<file path="config.mk">
export PLATFORM = sky130hd
export DESIGN_NAME = dma_stream_seq
export DESIGN_NICKNAME = d
export VERILOG_FILES = /design/src/rtl/dss_pkg.sv /design/src/rtl/dss_cfg.sv /design/src/rtl/dss_seq.sv /design/src/rtl/dss_ptr.sv /design/src/rtl/dss_flags.sv /design/src/rtl/dma_stream_seq.sv
export SDC_FILE = /design/constraint.sdc
export NUM_CORES = 1
export LEC_CHECK = 0
export BUFFER_PORTS_ARGS = -buffer_cell sky130_fd_sc_hd__buf_2
export CELL_PAD_IN_SITES_DETAIL_PLACEMENT = 0
export CELL_PAD_IN_SITES_GLOBAL_PLACEMENT = 1
export CORE_MARGIN = 3
export CORE_UTILIZATION = 25
export DETAILED_ROUTE_END_ITERATION = 12
export PLACE_DENSITY_LB_ADDON = 0.1
export SYNTH_ARGS = -nofsm -noshare
export SYNTH_HDL_FRONTEND = slang
export SYNTH_SLANG_ARGS = --single-unit
</file>
<file path="constraint.sdc">
create_clock -name clk -period 19.8 [get_ports clk]
set_clock_uncertainty 0.1 [all_clocks]
set_input_delay 5.94 -clock clk [delete_from_list [all_inputs] [get_ports clk]]
set_output_delay 5.94 -clock clk [all_outputs]
set_load 0.03 [all_outputs]
</file>
<file path="src/rtl/dss_pkg.sv">
package dss_pkg;

  typedef enum logic [1:0] {
    MODE_NORMAL = 2'd0,
    MODE_CIRC   = 2'd1,
    MODE_DBUF   = 2'd2,
    MODE_RSVD   = 2'd3
  } mode_e;

  // Packed so that it lines up with control bits 7:1
  typedef struct packed {
    logic       pinc;
    logic       minc;
    logic [1:0] size;
    logic       per_flow;
    mode_e      mode;
  } ctrl_t;

  localparam int unsigned NFLAG   = 5;
  localparam int unsigned FL_HALF = 0;
  localparam int unsigned FL_DONE = 1;
  localparam int unsigned FL_TERR = 2;
  localparam int unsigned FL_FERR = 3;
  localparam int unsigned FL_DERR = 4;

  localparam logic [2:0] SEL_CTRL  = 3'd0;
  localparam logic [2:0] SEL_COUNT = 3'd1;
  localparam logic [2:0] SEL_BASEA = 3'd2;
  localparam logic [2:0] SEL_BASEB = 3'd3;
  localparam logic [2:0] SEL_PBASE = 3'd4;
  localparam logic [2:0] SEL_CLEAR = 3'd5;

  localparam int unsigned NPTR = 2;

endpackage

</file>
<file path="src/rtl/dss_cfg.sv">
module dss_cfg
  import dss_pkg::*;
#(
  parameter int AW = 32,
  parameter int CW = 16
) (
  input  logic             clk,
  input  logic             rst_n,
  input  logic             we,
  input  logic [2:0]       sel,
  input  logic [AW-1:0]    wdata,
  input  logic             active,
  input  logic             buf_sel,
  output ctrl_t            ctrl_q,
  output logic [CW-1:0]    count_q,
  output logic [AW-1:0]    base_a_q,
  output logic [AW-1:0]    base_b_q,
  output logic [AW-1:0]    per_base_q,
  output logic             start,
  output logic             dis_req,
  output logic             cfg_terr,
  output logic [NFLAG-1:0] clr_mask
);

  logic wr_ctrl, wr_cnt, wr_a, wr_b, wr_p, wr_clr;
  logic en_req, start_rej, cnt_rej;
  ctrl_t         ctrl_d;
  logic [CW-1:0] count_d;
  logic [AW-1:0] base_a_d, base_b_d, per_base_d;

  always_comb begin
    wr_ctrl = we && (sel == SEL_CTRL);
    wr_cnt  = we && (sel == SEL_COUNT);
    wr_a    = we && (sel == SEL_BASEA);
    wr_b    = we && (sel == SEL_BASEB);
    wr_p    = we && (sel == SEL_PBASE);
    wr_clr  = we && (sel == SEL_CLEAR);

    ctrl_d     = ctrl_q;
    count_d    = count_q;
    base_a_d   = base_a_q;
    base_b_d   = base_b_q;
    per_base_d = per_base_q;

    if (wr_ctrl && !active) ctrl_d = ctrl_t'(wdata[7:1]);
    if (wr_cnt && !active)  count_d = wdata[CW-1:0];
    // the base of the buffer not in use stays writable during a run
    if (wr_a && (!active || buf_sel))  base_a_d = wdata;
    if (wr_b && (!active || !buf_sel)) base_b_d = wdata;
    if (wr_p && !active)    per_base_d = wdata;

    en_req    = wr_ctrl && wdata[0] && !active;
    start_rej = en_req && !wdata[3] && (count_q == '0);
    start     = en_req && !start_rej;
    dis_req   = wr_ctrl && !wdata[0] && active;
    cnt_rej   = wr_cnt && active && (wdata[CW-1:0] == '0);
    cfg_terr  = start_rej || cnt_rej;
    clr_mask  = wr_clr ? wdata[NFLAG-1:0] : '0;
  end

  always_ff @(posedge clk or negedge rst_n) begin
    if (!rst_n) begin
      ctrl_q     <= '0;
      count_q    <= '0;
      base_a_q   <= '0;
      base_b_q   <= '0;
      per_base_q <= '0;
    end else begin
      ctrl_q     <= ctrl_d;
      count_q    <= count_d;
      base_a_q   <= base_a_d;
      base_b_q   <= base_b_d;
      per_base_q <= per_base_d;
    end
  end

endmodule

</file>
<file path="src/rtl/dss_seq.sv">
module dss_seq
  import dss_pkg::*;
#(
  parameter int CW = 16
) (
  input  logic          clk,
  input  logic          rst_n,
  input  logic          start,
  input  logic          dis_req,
  input  logic          bus_err,
  input  logic          item_done,
  input  logic          per_end,
  input  ctrl_t         ctrl,
  input  logic [CW-1:0] count_q,
  output logic          en_q,
  output logic [CW-1:0] rem_q,
  output logic          buf_q,
  output logic          buf_nxt,
  output logic          load,
  output logic          step,
  output logic          done_evt,
  output logic          half_evt,
  output logic          terr_evt
);

  logic          en_d, buf_d;
  logic [CW-1:0] rem_d, rem_dec, half_mark;

  always_comb begin
    en_d      = en_q;
    rem_d     = rem_q;
    buf_d     = buf_q;
    load      = 1'b0;
    step      = 1'b0;
    done_evt  = 1'b0;
    half_evt  = 1'b0;
    terr_evt  = 1'b0;
    rem_dec   = rem_q - 1'b1;
    half_mark = count_q >> 1;

    if (start) begin
      en_d  = 1'b1;
      rem_d = count_q;
      buf_d = 1'b0;
      load  = 1'b1;
    end else if (en_q) begin
      if (bus_err) begin
        en_d     = 1'b0;
        terr_evt = 1'b1;
      end else if (dis_req) begin
        en_d = 1'b0;
      end else if (ctrl.per_flow) begin
        if (per_end) begin
          en_d     = 1'b0;
          done_evt = 1'b1;
        end else if (item_done) begin
          step = 1'b1;
        end
      end else if (item_done) begin
        step     = 1'b1;
        half_evt = (rem_dec == half_mark);
        if (rem_q == {{(CW-1){1'b0}}, 1'b1}) begin
          done_evt = 1'b1;
          unique case (ctrl.mode)
            MODE_CIRC: begin
              rem_d = count_q;
              load  = 1'b1;
            end
            MODE_DBUF: begin
              rem_d = count_q;
              buf_d = ~buf_q;
              load  = 1'b1;
            end
            default: begin
              rem_d = '0;
              en_d  = 1'b0;
            end
          endcase
        end else begin
          rem_d = rem_dec;
        end
      end
    end
    buf_nxt = buf_d;
  end

  always_ff @(posedge clk or negedge rst_n) begin
    if (!rst_n) begin
      en_q  <= 1'b0;
      rem_q <= '0;
      buf_q <= 1'b0;
    end else begin
      en_q  <= en_d;
      rem_q <= rem_d;
      buf_q <= buf_d;
    end
  end

endmodule

</file>
<file path="src/rtl/dss_ptr.sv">
module dss_ptr #(
  parameter int AW = 32
) (
  input  logic          clk,
  input  logic          rst_n,
  input  logic          load,
  input  logic          step,
  input  logic          inc,
  input  logic [1:0]    size,
  input  logic [AW-1:0] base,
  output logic [AW-1:0] addr
);

  logic [AW-1:0] stride, addr_d;

  always_comb begin
    unique case (size)
      2'd0:    stride = AW'(1);
      2'd1:    stride = AW'(2);
      default: stride = AW'(4);
    endcase
    addr_d = addr;
    if (load)              addr_d = base;
    else if (step && inc)  addr_d = addr + stride;
  end

  always_ff @(posedge clk or negedge rst_n) begin
    if (!rst_n) addr <= '0;
    else        addr <= addr_d;
  end

endmodule

</file>
<file path="src/rtl/dss_flags.sv">
module dss_flags
  import dss_pkg::*;
(
  input  logic             clk,
  input  logic             rst_n,
  input  logic [NFLAG-1:0] set_mask,
  input  logic [NFLAG-1:0] clr_mask,
  output logic [NFLAG-1:0] flags_q
);

  logic [NFLAG-1:0] flags_d;

  always_comb flags_d = (flags_q & ~clr_mask) | set_mask;

  always_ff @(posedge clk or negedge rst_n) begin
    if (!rst_n) flags_q <= '0;
    else        flags_q <= flags_d;
  end

endmodule

</file>
<file path="src/rtl/dma_stream_seq.sv">
module dma_stream_seq
  import dss_pkg::*;
#(
  parameter int AW = 32,
  parameter int CW = 16
) (
  input  logic          clk,
  input  logic          rst_n,
  input  logic          cfg_we,
  input  logic [2:0]    cfg_sel,
  input  logic [AW-1:0] cfg_wdata,
  input  logic          item_done,
  input  logic          per_end,
  input  logic          bus_err,
  input  logic          fifo_err,
  input  logic          dm_err,
  output logic          active,
  output logic          buf_sel,
  output logic [AW-1:0] mem_addr,
  output logic [AW-1:0] per_addr,
  output logic [CW-1:0] remaining,
  output logic [4:0]    flags,
  output logic          irq
);

  logic [1:0] rst_sync;
  logic       rst_ni;

  always_ff @(posedge clk or negedge rst_n) begin
    if (!rst_n) rst_sync <= 2'b00;
    else        rst_sync <= {rst_sync[0], 1'b1};
  end
  assign rst_ni = rst_sync[1];

  ctrl_t            ctrl_q;
  logic [CW-1:0]    count_q;
  logic [AW-1:0]    base_a_q, base_b_q, per_base_q;
  logic             start, dis_req, cfg_terr;
  logic [NFLAG-1:0] clr_mask, set_mask;
  logic             seq_load, seq_step, buf_nxt;
  logic             done_evt, half_evt, terr_evt;
  logic [1:0]       mode_w;
  logic             flow_w;

  dss_cfg #(.AW(AW), .CW(CW)) u_cfg (
    .clk        (clk),
    .rst_n      (rst_ni),
    .we         (cfg_we),
    .sel        (cfg_sel),
    .wdata      (cfg_wdata),
    .active     (active),
    .buf_sel    (buf_sel),
    .ctrl_q     (ctrl_q),
    .count_q    (count_q),
    .base_a_q   (base_a_q),
    .base_b_q   (base_b_q),
    .per_base_q (per_base_q),
    .start      (start),
    .dis_req    (dis_req),
    .cfg_terr   (cfg_terr),
    .clr_mask   (clr_mask)
  );

  dss_seq #(.CW(CW)) u_seq (
    .clk       (clk),
    .rst_n     (rst_ni),
    .start     (start),
    .dis_req   (dis_req),
    .bus_err   (bus_err),
    .item_done (item_done),
    .per_end   (per_end),
    .ctrl      (ctrl_q),
    .count_q   (count_q),
    .en_q      (active),
    .rem_q     (remaining),
    .buf_q     (buf_sel),
    .buf_nxt   (buf_nxt),
    .load      (seq_load),
    .step      (seq_step),
    .done_evt  (done_evt),
    .half_evt  (half_evt),
    .terr_evt  (terr_evt)
  );

  logic [AW-1:0] ptr_base [NPTR];
  logic          ptr_inc  [NPTR];
  logic [AW-1:0] ptr_addr [NPTR];

  always_comb begin
    ptr_base[0] = buf_nxt ? base_b_q : base_a_q;
    ptr_inc[0]  = ctrl_q.minc;
    ptr_base[1] = per_base_q;
    ptr_inc[1]  = ctrl_q.pinc;
  end

  for (genvar g = 0; g < NPTR; g++) begin : g_ptr
    dss_ptr #(.AW(AW)) u_ptr (
      .clk   (clk),
      .rst_n (rst_ni),
      .load  (seq_load),
      .step  (seq_step),
      .inc   (ptr_inc[g]),
      .size  (ctrl_q.size),
      .base  (ptr_base[g]),
      .addr  (ptr_addr[g])
    );
  end

  assign mem_addr = ptr_addr[0];
  assign per_addr = ptr_addr[1];

  always_comb begin
    set_mask          = '0;
    set_mask[FL_HALF] = half_evt;
    set_mask[FL_DONE] = done_evt;
    set_mask[FL_TERR] = terr_evt || cfg_terr;
    set_mask[FL_FERR] = fifo_err;
    set_mask[FL_DERR] = dm_err;
  end

  dss_flags u_flags (
    .clk      (clk),
    .rst_n    (rst_ni),
    .set_mask (set_mask),
    .clr_mask (clr_mask),
    .flags_q  (flags)
  );

  assign irq    = |flags;
  assign mode_w = ctrl_q.mode;
  assign flow_w = ctrl_q.per_flow;

endmodule

</file>
==> run_results.csv <==
group,metric,value,unit
synthesis,synthXorXnorAreaFrac,0.0637,
routing,via_per_inst,4.75,
synthesis,syn_nets,980,
timing,min_period_over_period,0.425,
timing,slew_headroom,0.293,
routing,dr.pass1.iters,6,
final_layout,drive_above_1_share,0.301,
clock_tree,post_cts_buffers,0,
synthesis,synth_top_family_by_area,"multiplexers",
worst_setup_path,crit_path_end_kind,"flip-flop",
routing,ant_nets,0,
synthesis,synth-compound-area-share,0.0985,
power,net-switching-power,552,µW
synthesis,synth_edf_count,0,
power,p_int,987,µW
final_layout,layout_commonest_cell,"dfrtp_1",
placed_design,port-buffer-count,130,
clock_tree,root_buffer,"clkbuf_16",
timing,final_hold_viol_count,0,
power,p_sw_frac,0.359,
final_layout,final.fill_count,4351,
clock_tree,hold_buffers,0,
routing,drt-total-wl,33200,µm
synthesis,ys_seq_elements,208,
clock_tree,path_clk_slew,60,ps
synthesis,yosys-mux-area-fraction,0.166,
timing,worst_pin_slew,1060,ps
floorplanning,io_pins,131,
timing,final.setup.tns,0,ps
synthesis,synth-simple-area-share,0.134,
synthesis,avgSynthCellArea,11.3,µm²
timing,rsz0062_at_grt,"false",
min_path,holdPathStages,0,
worst_setup_path,worstPathRequired,20130,ps
grt,grt_max_degree,157,
synthesis,synthDistinctLibCells,75,
synthesis,synth_cells,926,
synthesis,synth_flop_cell,"dfrtp_1",
worst_setup_path,r2r_cells,7,
synthesis,async_flop_share,1.00,
floorplanning,core,0.0411,mm²
clock_tree,clock_latency,540,ps
floorplanning,die_y,211,µm
routing,wl_per_cell,20.8,µm
grt,grt_antenna_before_repair,2,
floorplanning,die-area,0.0443,mm²
grt,track_usage,0.150,
timing,max_freq,119,MHz
placed_design,gp_congestion,0.762,
run,cap_violations,0,
clock_tree,clock_path_buffers,3,
min_path,min_delay_worst_endpoint,"rst_sync[1]",
clock_tree,cts.sinks,208,
floorplanning,row_count,74,
floorplanning,die_x,211,µm
power,pwr-share-comb,0.271,
final_layout,final_nets,1102,
synthesis,ys_seq_area_frac,0.498,
worst_setup_path,r2r-start,"u_seq.rem_q[6]",
power,power.density,123,mW/mm²
min_path,hp-start,"rst_sync[0]",
grt,grt_pass1_wl,51600,µm
floorplanning,start_util,0.254,
placed_design,post-dp-hpwl,22700,µm
worst_setup_path,start_kind,"input pin",
routing,drc,0,
clock_tree,cts.repair.resized,0,
power,ir_drop,0.0599,mV
worst_setup_path,worst-r2r-setup-slack,16080,ps
clock_tree,cts_buffers,26,
final_layout,synthToLayoutAreaGrowth,19.8,%
clock_tree,cts_tree,"built",
min_path,hp-class,"reg -> reg",
timing,setup_viol,0,
worst_setup_path,critPathMaxFanout,33,
clock_tree,cts-htree-levels,1,
synthesis,yosys_warnings,0,
timing,slew_viol_final,0,
run_status,status,"finished clean",
worst_setup_path,crit_type,"in -> reg",
routing,drt_iter0_drc,454,
timing,fin_crit,8420,ps
grt,overflow,0,
routing,num_vias,7581,
grt,grt_pass1_vias,7946,
power,p_leak,5.31,nW
synthesis,synthAdderAreaFrac,0.0146,
timing,hold_ws,249,ps
final_layout,most-common-layout-cells,"dfrtp_1, buf_2, mux2_2, nand2_1, nor2_1",
worst_setup_path,worstReg2RegEnd,"g_ptr[0].u_ptr.addr[19]",
power,p_clk_frac,0.306,
synthesis,netlist_area,0.0105,mm²
worst_setup_path,critPathArrivalTime,8760,ps
power,sequentialPowerShare,0.422,
## cells in the mapped netlist (all sizes together) (5+ instances only)
cell / number / share of area
xnor2: 36 / 0.030
nand3: 25 / 0.012
nor3b: 6 / 0.0053
mux2: 121 / 0.13
ha: 9 / 0.011
a21oi: 52 / 0.025
o2bb2ai: 9 / 0.0075
nand4: 18 / 0.011
mux2i: 37 / 0.035
and2: 8 / 0.0048
a22oi: 20 / 0.014
clkbuf: 17 / 0.0061
and4: 5 / 0.0042
dfrtp: 208 / 0.50
a21o: 5 / 0.0036
o21ai: 21 / 0.010
nor4: 17 / 0.014
or2: 5 / 0.0030
buf: 26 / 0.013
a31oi: 5 / 0.0030
o22ai: 5 / 0.0030
or4: 5 / 0.0043
xor2: 40 / 0.034
nand2: 56 / 0.020
or3: 5 / 0.0030
inv: 19 / 0.0068
nor3: 15 / 0.0072
nor2: 55 / 0.020
and3: 17 / 0.010
## final cells by class
class | count | area (µm²) | share of cell area
Sequential cell | 208 | 5210 | 0.416
Tap cell | 532 | 666 | 0.0531
Antenna cell | 1 | 2.50 | 0.000200
Clock buffer | 39 | 790 | 0.0630
Multi-Input combinational cell | 656 | 5010 | 0.400
Clock inverter | 5 | 61.3 | 0.00489
Inverter | 19 | 71.3 | 0.00569
Timing Repair Buffer | 137 | 716 | 0.0571
## worst max-delay path, stage by stage
cell and delay [ps]:
buf_2 180, or3b_1 430, o211ai_1 280, nor4_1 110
o21ai_2 600, inv_2 590, mux2_1 480, a2bb2oi_1 130
## per-stage QoR
| stage | total power, mW | area (µm²) | setup WS, ps | cells | util |
|---|---|---|---|---|---|
| 6_report | 1.54 | 12500 | 11380 | 1597 | 0.305 |
| 3_5_place_dp | 1.08 | 11700 | 10730 | 1552 | 0.284 |
| 2_1_floorplan | 0.926 | 10500 | 12050 | 926 | - |
| 3_3_place_gp | 1.08 | 11700 | 10780 | 1552 | 0.284 |
| 5_1_grt | 1.64 | 12500 | 11160 | 1596 | 0.305 |
| 4_1_cts | 1.57 | 12500 | 11300 | 1596 | 0.305 |
## cells by family (layout without fill, tap and decap cells)
family                   Yosys count  after routing
buffers and inverters             62            200
AO/OA/AOI/OAI                    154            154
multiplexers                     158            158
XOR/XNOR                          76             76
flip-flops                       208            208
other                              1              2
AND/OR/NAND/NOR                  256            256
adder cells (fa/ha/maj)           11             11
## power by group through the flow
stage | Clock (mW) | Combinational, mW | Sequential (mW)
after floorplan | 0 | 0.206 | 0.720
after global placement | 0 | 0.421 | 0.659
after detailed placement | 0 | 0.422 | 0.658
after CTS | 0.492 | 0.424 | 0.652
after global routing | 0.509 | 0.458 | 0.669
final | 0.472 | 0.417 | 0.650
## flip-flops by register name, summed over array words and instances, names as in the netlist, 2 cells and up
signal	flops
u_cfg.base_b_q	32
u_flags.flags_q	5
u_cfg.base_a_q	32
u_cfg.per_base_q	32
u_seq.rem_q	16
g_ptr.u_ptr.addr	64
rst_sync	2
u_cfg.ctrl_q	7
u_cfg.count_q	16
## metal layers
| metal | track usage | wire length [µm] | vias to the layer above |
|---|---|---|---|
| li1 | - | - | 3604 |
| met1 | 0.231 | 17000 | 3786 |
| met2 | 0.222 | 14100 | 152 |
| met3 | 0.0196 | 1410 | 39 |
| met4 | 0.0363 | 656 | 0 |
| met5 | 0 | 0 | - |
## worst max path at each step
stage	start	endpoint	slack, ps	depth (start not counted)
detailed placement	cfg_wdata[0]	g_ptr[0].u_ptr.addr[24]	10730	8
floorplan	cfg_wdata[0]	g_ptr[0].u_ptr.addr[20]	12050	9
CTS	cfg_wdata[0]	g_ptr[0].u_ptr.addr[24]	11300	8
finish	cfg_wdata[0]	g_ptr[0].u_ptr.addr[19]	11380	8
global route	cfg_wdata[0]	g_ptr[0].u_ptr.addr[19]	11160	8
global placement	cfg_wdata[0]	g_ptr[0].u_ptr.addr[19]	10780	8
Note: power is estimated with default switching activity, not from simulation.
